<file path="src/rtl/spc_pkg.sv">
package spc_pkg;

  typedef enum logic [1:0] {
    ACT_HOLD  = 2'd0,
    ACT_COUNT = 2'd1,
    ACT_LOAD  = 2'd2,
    ACT_CLEAR = 2'd3
  } spc_action_e;

  // Terminal value for a stage of the given width and modulus choice
  function automatic int unsigned term_value(int unsigned width, bit decade);
    if (decade) return 9;
    return (1 << width) - 1;
  endfunction

endpackage

</file>
<file path="src/rtl/spc_action_sel.sv">
module spc_action_sel
  import spc_pkg::*;
#(
  parameter bit SYNC_CLR = 1'b1
) (
  input  logic        clr_n,
  input  logic        load_n,
  input  logic        en_p,
  input  logic        en_t,
  output spc_action_e action
);

  logic clr_req;

  generate
    if (SYNC_CLR) begin : g_sync
      assign clr_req = ~clr_n;
    end else begin : g_async
      // clear handled by the register's asynchronous path
      assign clr_req = 1'b0;
    end
  endgenerate

  // priority: clear, load, count, hold
  always_comb begin
    if (clr_req)            action = ACT_CLEAR;
    else if (!load_n)       action = ACT_LOAD;
    else if (en_p && en_t)  action = ACT_COUNT;
    else                    action = ACT_HOLD;
  end

endmodule

</file>
<file path="src/rtl/spc_next_value.sv">
module spc_next_value
  import spc_pkg::*;
#(
  parameter int unsigned W      = 4,
  parameter bit          DECADE = 1'b0
) (
  input  spc_action_e  action,
  input  logic [W-1:0] cur,
  input  logic [W-1:0] preset,
  output logic [W-1:0] nxt,
  output logic         upd_en
);

  localparam logic [W-1:0] TERM = W'(term_value(W, DECADE));

  logic [W-1:0] succ;

  // At the terminal value the stage wraps. Codes above the terminal in
  // decade mode simply increment and wrap through the width's overflow.
  always_comb begin
    if (cur == TERM) succ = '0;
    else             succ = cur + W'(1);
  end

  always_comb begin
    unique case (action)
      ACT_CLEAR: nxt = '0;
      ACT_LOAD:  nxt = preset;
      ACT_COUNT: nxt = succ;
      default:   nxt = cur;
    endcase
    upd_en = (action != ACT_HOLD);
  end

endmodule

</file>
<file path="src/rtl/spc_term_detect.sv">
module spc_term_detect
  import spc_pkg::*;
#(
  parameter int unsigned W      = 4,
  parameter bit          DECADE = 1'b0
) (
  input  logic [W-1:0] cur,
  input  logic         en_t,
  output logic         carry
);

  localparam logic [W-1:0] TERM = W'(term_value(W, DECADE));

  always_comb carry = en_t && (cur == TERM);

endmodule

</file>
<file path="src/rtl/sync_preset_counter.sv">
module sync_preset_counter
  import spc_pkg::*;
#(
  parameter int unsigned W         = 4,
  parameter bit          DECADE    = 1'b0,
  parameter bit          ASYNC_CLR = 1'b0
) (
  input  logic         clk,
  input  logic         clr_n,
  input  logic         load_n,
  input  logic [W-1:0] preset,
  input  logic         en_p,
  input  logic         en_t,
  output logic [W-1:0] count,
  output logic         carry_out
);

  spc_action_e  action;
  logic [W-1:0] cnt_q;
  logic [W-1:0] cnt_d;
  logic         upd_en;

  spc_action_sel #(
    .SYNC_CLR(!ASYNC_CLR)
  ) u_sel (
    .clr_n (clr_n),
    .load_n(load_n),
    .en_p  (en_p),
    .en_t  (en_t),
    .action(action)
  );

  spc_next_value #(
    .W     (W),
    .DECADE(DECADE)
  ) u_nxt (
    .action(action),
    .cur   (cnt_q),
    .preset(preset),
    .nxt   (cnt_d),
    .upd_en(upd_en)
  );

  spc_term_detect #(
    .W     (W),
    .DECADE(DECADE)
  ) u_term (
    .cur  (cnt_q),
    .en_t (en_t),
    .carry(carry_out)
  );

  generate
    if (ASYNC_CLR) begin : g_areg
      always_ff @(posedge clk or negedge clr_n) begin
        if (!clr_n)      cnt_q <= '0;
        else if (upd_en) cnt_q <= cnt_d;
      end
    end else begin : g_sreg
      always_ff @(posedge clk) begin
        if (upd_en) cnt_q <= cnt_d;
      end
    end
  endgenerate

  assign count = cnt_q;

endmodule

</file>
<file path="config.mk">
export PLATFORM = sky130hd
export DESIGN_NAME = sync_preset_counter
export DESIGN_NICKNAME = d
export VERILOG_FILES = /design/src/rtl/spc_pkg.sv /design/src/rtl/spc_action_sel.sv /design/src/rtl/spc_next_value.sv /design/src/rtl/spc_term_detect.sv /design/src/rtl/sync_preset_counter.sv
export SDC_FILE = /design/constraint.sdc
export NUM_CORES = 1
export LEC_CHECK = 0
export CAP_MARGIN = 20
export CORE_AREA = 2 2 39 41
export DETAILED_ROUTE_END_ITERATION = 8
export DIE_AREA = 0 0 41 43
export PLACE_DENSITY = 0.57
export SLEW_MARGIN = 20
export SYNTH_ARGS = -nofsm -noshare
export SYNTH_HDL_FRONTEND = slang
export SYNTH_SLANG_ARGS = --single-unit
export TNS_END_PERCENT = 30
</file>
<file path="constraint.sdc">
create_clock -name clk -period 1.9 [get_ports clk]
set_clock_uncertainty 0.1 [all_clocks]
set_input_delay 0.475 -clock clk [delete_from_list [all_inputs] [get_ports clk]]
set_output_delay 0.475 -clock clk [all_outputs]
set_load 0.05 [all_outputs]
</file>
Yosys cells after proc, flatten, opt, wreduce, memory -nomap -nowiden --
Cells that the tools add are included.
Operators by class: $add $sub $neg 1, equal/unequal tests 4, mux-type cells 5, reduce and logical (&&, ||, !) cells 5
Operator list (number):
- one-hot mux 4 bit (3 select lines) | 1
- adder 4 x 1 -> 4 bit (second input constant) | 1
- == test 2 bit (second input constant) | 2
- == test 4 bit (second input constant) | 1
- two-way mux 2 bit | 2
- two-way mux 4 bit | 1
- nonzero test 3 bit | 1
- == test 2 x 1 -> 1 bit (second input constant) | 1
- logical AND 1 bit | 2
- AND reduction 2 bit | 1
- nonzero test 2 bit | 1
- two-way mux 1 bit | 1
Word-level totals: register bits after elaboration 4, input port bits 9, output and inout bits 5

Longest topological paths before layout --
word-level depth 7, depth in mapped cells 4, gate-level depth less buffers 4

By module --
A second synthesis with hierarchy kept.
Unflattened totals: cells, all modules 34, area total of the unflattened synthesis 310.3 um2
By module, submodules not included:
- spc_next_value | instances 1, cells an instance 24, area an instance 165.2 um2
- sync_preset_counter | instances 1, cells an instance 4, area an instance 120.1 um2
- spc_action_sel | instances 1, cells an instance 3, area an instance 12.5 um2
- spc_term_detect | instances 1, cells an instance 3, area an instance 12.5 um2

Worst setup path after synthesis --
No wires, ideal clock.
kind register to output, from reg cnt_q[0], in the netlist count[0], to out carry_out, arrival time 1371 ps, required time 1325 ps, slack -46 ps, cell stages (with the launch flop) 3, cells stage by stage edfxtp_1 -> ha_1 -> and4_2
Between the ends: word-level cells in the longest chain between the ends 2
RTL lines:
- start, declared | RTL line sync_preset_counter.sv:19 | logic [W-1:0] cnt_q;
- start signal, assigned | RTL line sync_preset_counter.sv:61 | if (upd_en) cnt_q <= cnt_d;
- == test 4 bit | RTL line spc_term_detect.sv:14 | always_comb carry = en_t && (cur == TERM);
- logical AND 1 bit | RTL line spc_term_detect.sv:14
- end, declared | RTL line sync_preset_counter.sv:15 | output logic carry_out
Every way passes these cells.

Worst setup path in the final report --
from reg cnt_q[1], in the netlist count[1], to out carry_out
The elaborated chain is that of the path after synthesis.

==> flow_metrics.py <==
metrics = {
    "floorplanning": {
        "die_x_um": 41,
        "start_util_pct": 18.44,
        "rows": 14,
        "coreArea_mm2": 0.001384,
        "ios": 14,
        "die_h_um": 43,
        "dieArea_mm2": 0.001763,
    },
    "synthesis": {
        "syn_inst": 24,
        "yosysTopAreaCellShare_pct": 47.06,
        "synth_flop_cell": "edfxtp_1",
        "syn-cell-area_um2": 255.2,
        "synthTopCellsByCount": "edfxtp_1, nand2_1, inv_1, o21ai_0",
        "avgSynthCellArea_um2": 10.64,
        "yosysSeqAreaShare_pct": 47.06,
        "netlist_top_cells_area": "edfxtp_1, nand2_1, ha_1, nand4_2, and4_2",
        "async_flop_share_pct": 0,
        "yosysWarnings": 0,
        "syn_nets": 34,
        "yosysTopAreaCell": "edfxtp_1",
        "synth_enable_flop_cells": 4,
        "synth-seq-cells": 4,
        "synth_cell_types": 16,
    },
    "worst_setup_path": {
        "cp-start-kind": "flop",
        "crit_path_end_kind": "primary output",
        "reg2reg_setup_slack_ns": 0.43,
        "critPathMaxFanout": 4,
        "arrival_ns": 1.23,
        "crit_required_ns": 1.32,
        "r2r_cells": 4,
        "critPathKind": "reg2out",
    },
    "placed_design": {
        "port_buffers": 13,
        "dp_cells": 56,
        "routabilityCongestion": 0.7200,
        "postPlaceCellArea_um2": 454.2,
        "dpl.hpwl_um": 485.4,
        "place_ws_ns": -0.002833,
    },
    "global_routing": {
        "grt_pass1_wl_um": 931,
        "antenna_found_initial": 0,
        "track_usage_pct": 8.485,
        "grt_pass1_vias": 242,
        "grt.overflow.total": 0,
        "grt_start_max_net_pins": 7,
    },
    "cells_and_area": {
        "nNetsFinal": 55,
        "fillers": 150,
        "drive_gt1_share_pct": 34.88,
        "final_cells": 59,
        "diodes": 0,
        "syn2layout_area_growth_pct": 87.25,
        "fin_area_um2": 478.0,
        "largest_reg_flops": 4,
    },
    "cts": {
        "htree_levels": 1,
        "path_clk_slew_ns": 0.04,
        "tritoncts": "built",
        "cts_buffers": 3,
        "postCtsSetupBuffers": 0,
        "clock_path_buffers": 2,
        "clk-insertion-delay-late_ns": 0.23,
        "cts-root-buf": "clkbuf_4",
        "clock-sinks": 4,
    },
    "sta": {
        "period_minus_slack_ns": 1.806,
        "tns_ns": 0,
        "finalSetupViolCount": 0,
        "hold_viol": 0,
        "grt_setup_unrepaired": "false",
        "fin_crit_sh_pct": 95.03,
        "clock.fmax_ghz": 0.5538,
        "slew_headroom_pct": 79.25,
        "drv_slew": 0,
        "worst_slew_pin_slew_ns": 0.3106,
        "worst_slack_ns": 0.09435,
    },
    "job": {
        "timing.max_cap.violations": 0,
    },
    "drt": {
        "remaining_drc_errors": 0,
        "post_drt_wl_per_cell_um": 9.932,
        "ant_nets": 0,
        "wirelength_um": 586,
        "drt_pass1_iterations": 2,
        "via_per_inst": 4.390,
        "vias": 259,
        "drt-initial-drc-count": 8,
    },
    "power_and_ir_drop": {
        "irDropWorstVdd_uv": 265.9,
        "powerDensity_mw_per_mm2": 652.0,
        "p_leak_nw": 0.1988,
    },
    "min_path": {
        "worstHoldPathType": "reg2reg",
        "min_path_cells": 2,
    },
    "status": {
        "status": "finished clean",
    },
}
==> layer usage <==
layer | vias to the layer above | wire length, µm | track usage (%)
met3 | 2 | 48 | 3.141
met1 | 115 | 275 | 10.49
li1 | 132 | - | -
met5 | - | 0 | 0
met2 | 10 | 257 | 10.63
met4 | 0 | 5 | 8.000
==> critical path: stages, from the launching register on <==
cell,delay (ns)
edfxtp_1,0.40
ha_2,0.24
and4_4,0.23
buf_12,0.13
==> per-stage QoR <==
stage	utilization (%)	total power [W]	hold WS, ns
after floorplan	-	0.0001575	0.5610
after global placement	32.82	0.0002082	0.6584
after detailed placement	32.82	0.0002090	0.6806
after CTS	34.36	0.0003143	0.6956
after global routing	34.54	0.0003285	0.7567
final	34.54	0.0003116	0.6866
==> kinds of logic after synthesis <==
kind of cell    count (synthesis)  synth area share (%)
xor+xnor                        1                 3.432
flops                           4                 47.06
buf+inv                         2                 2.942
compound gates                  7                 20.10
simple gates                    9                 21.57
fa+ha+maj                       1                 4.901
==> final timing paths <==
path / start / endpoint
max: count[1]$_DFFE_PP_ / carry_out
min reg2reg: count[1]$_DFFE_PP_ / count[3]$_DFFE_PP_
min: count[1]$_DFFE_PP_ / count[3]$_DFFE_PP_
max reg2reg: count[1]$_DFFE_PP_ / count[3]$_DFFE_PP_
==> timing repair <==
| action | 4_1_cts | 5_1_grt |
|---|---|---|
| endpoints found under the setup margin | 1 | 1 |
| hold buffers | 0 | 0 |
| resized for setup | 1 | 1 |
==> power breakdown <==
part	switching [W]	internal (W)
Combinational	0.0000464	0.0000454
Sequential	0.00000845	0.000106
Clock	0.0000343	0.0000706
==> cells in the final DEF, fill, tap and decap left out <==
cell type and count:
dlygate4sd2_1 1, buf_4 5, a21o_1 1, and4_4 1
nand4_2 1, nand3_1 1, nand4_1 1, ha_2 1
a21o_2 1, clkbuf_4 3, xnor2_1 1, a211o_1 1
o211ai_1 1, inv_1 2, nor2b_1 1, o21ai_0 2
buf_12 3, edfxtp_1 4, clkdlybuf4s50_1 7, nand2_1 4
a311oi_1 1
==> final cells by class <==
class,instances,area (µm²),area share [%]
timing repair buffer,16,176.4,36.91
multi-input combinational,18,131.4,27.49
sequential,4,120.1,25.13
clock buffer,3,22.52,4.712
tap,16,20.02,4.188
inverter,2,7.507,1.571
Note: power is estimated with default switching activity, not from simulation.
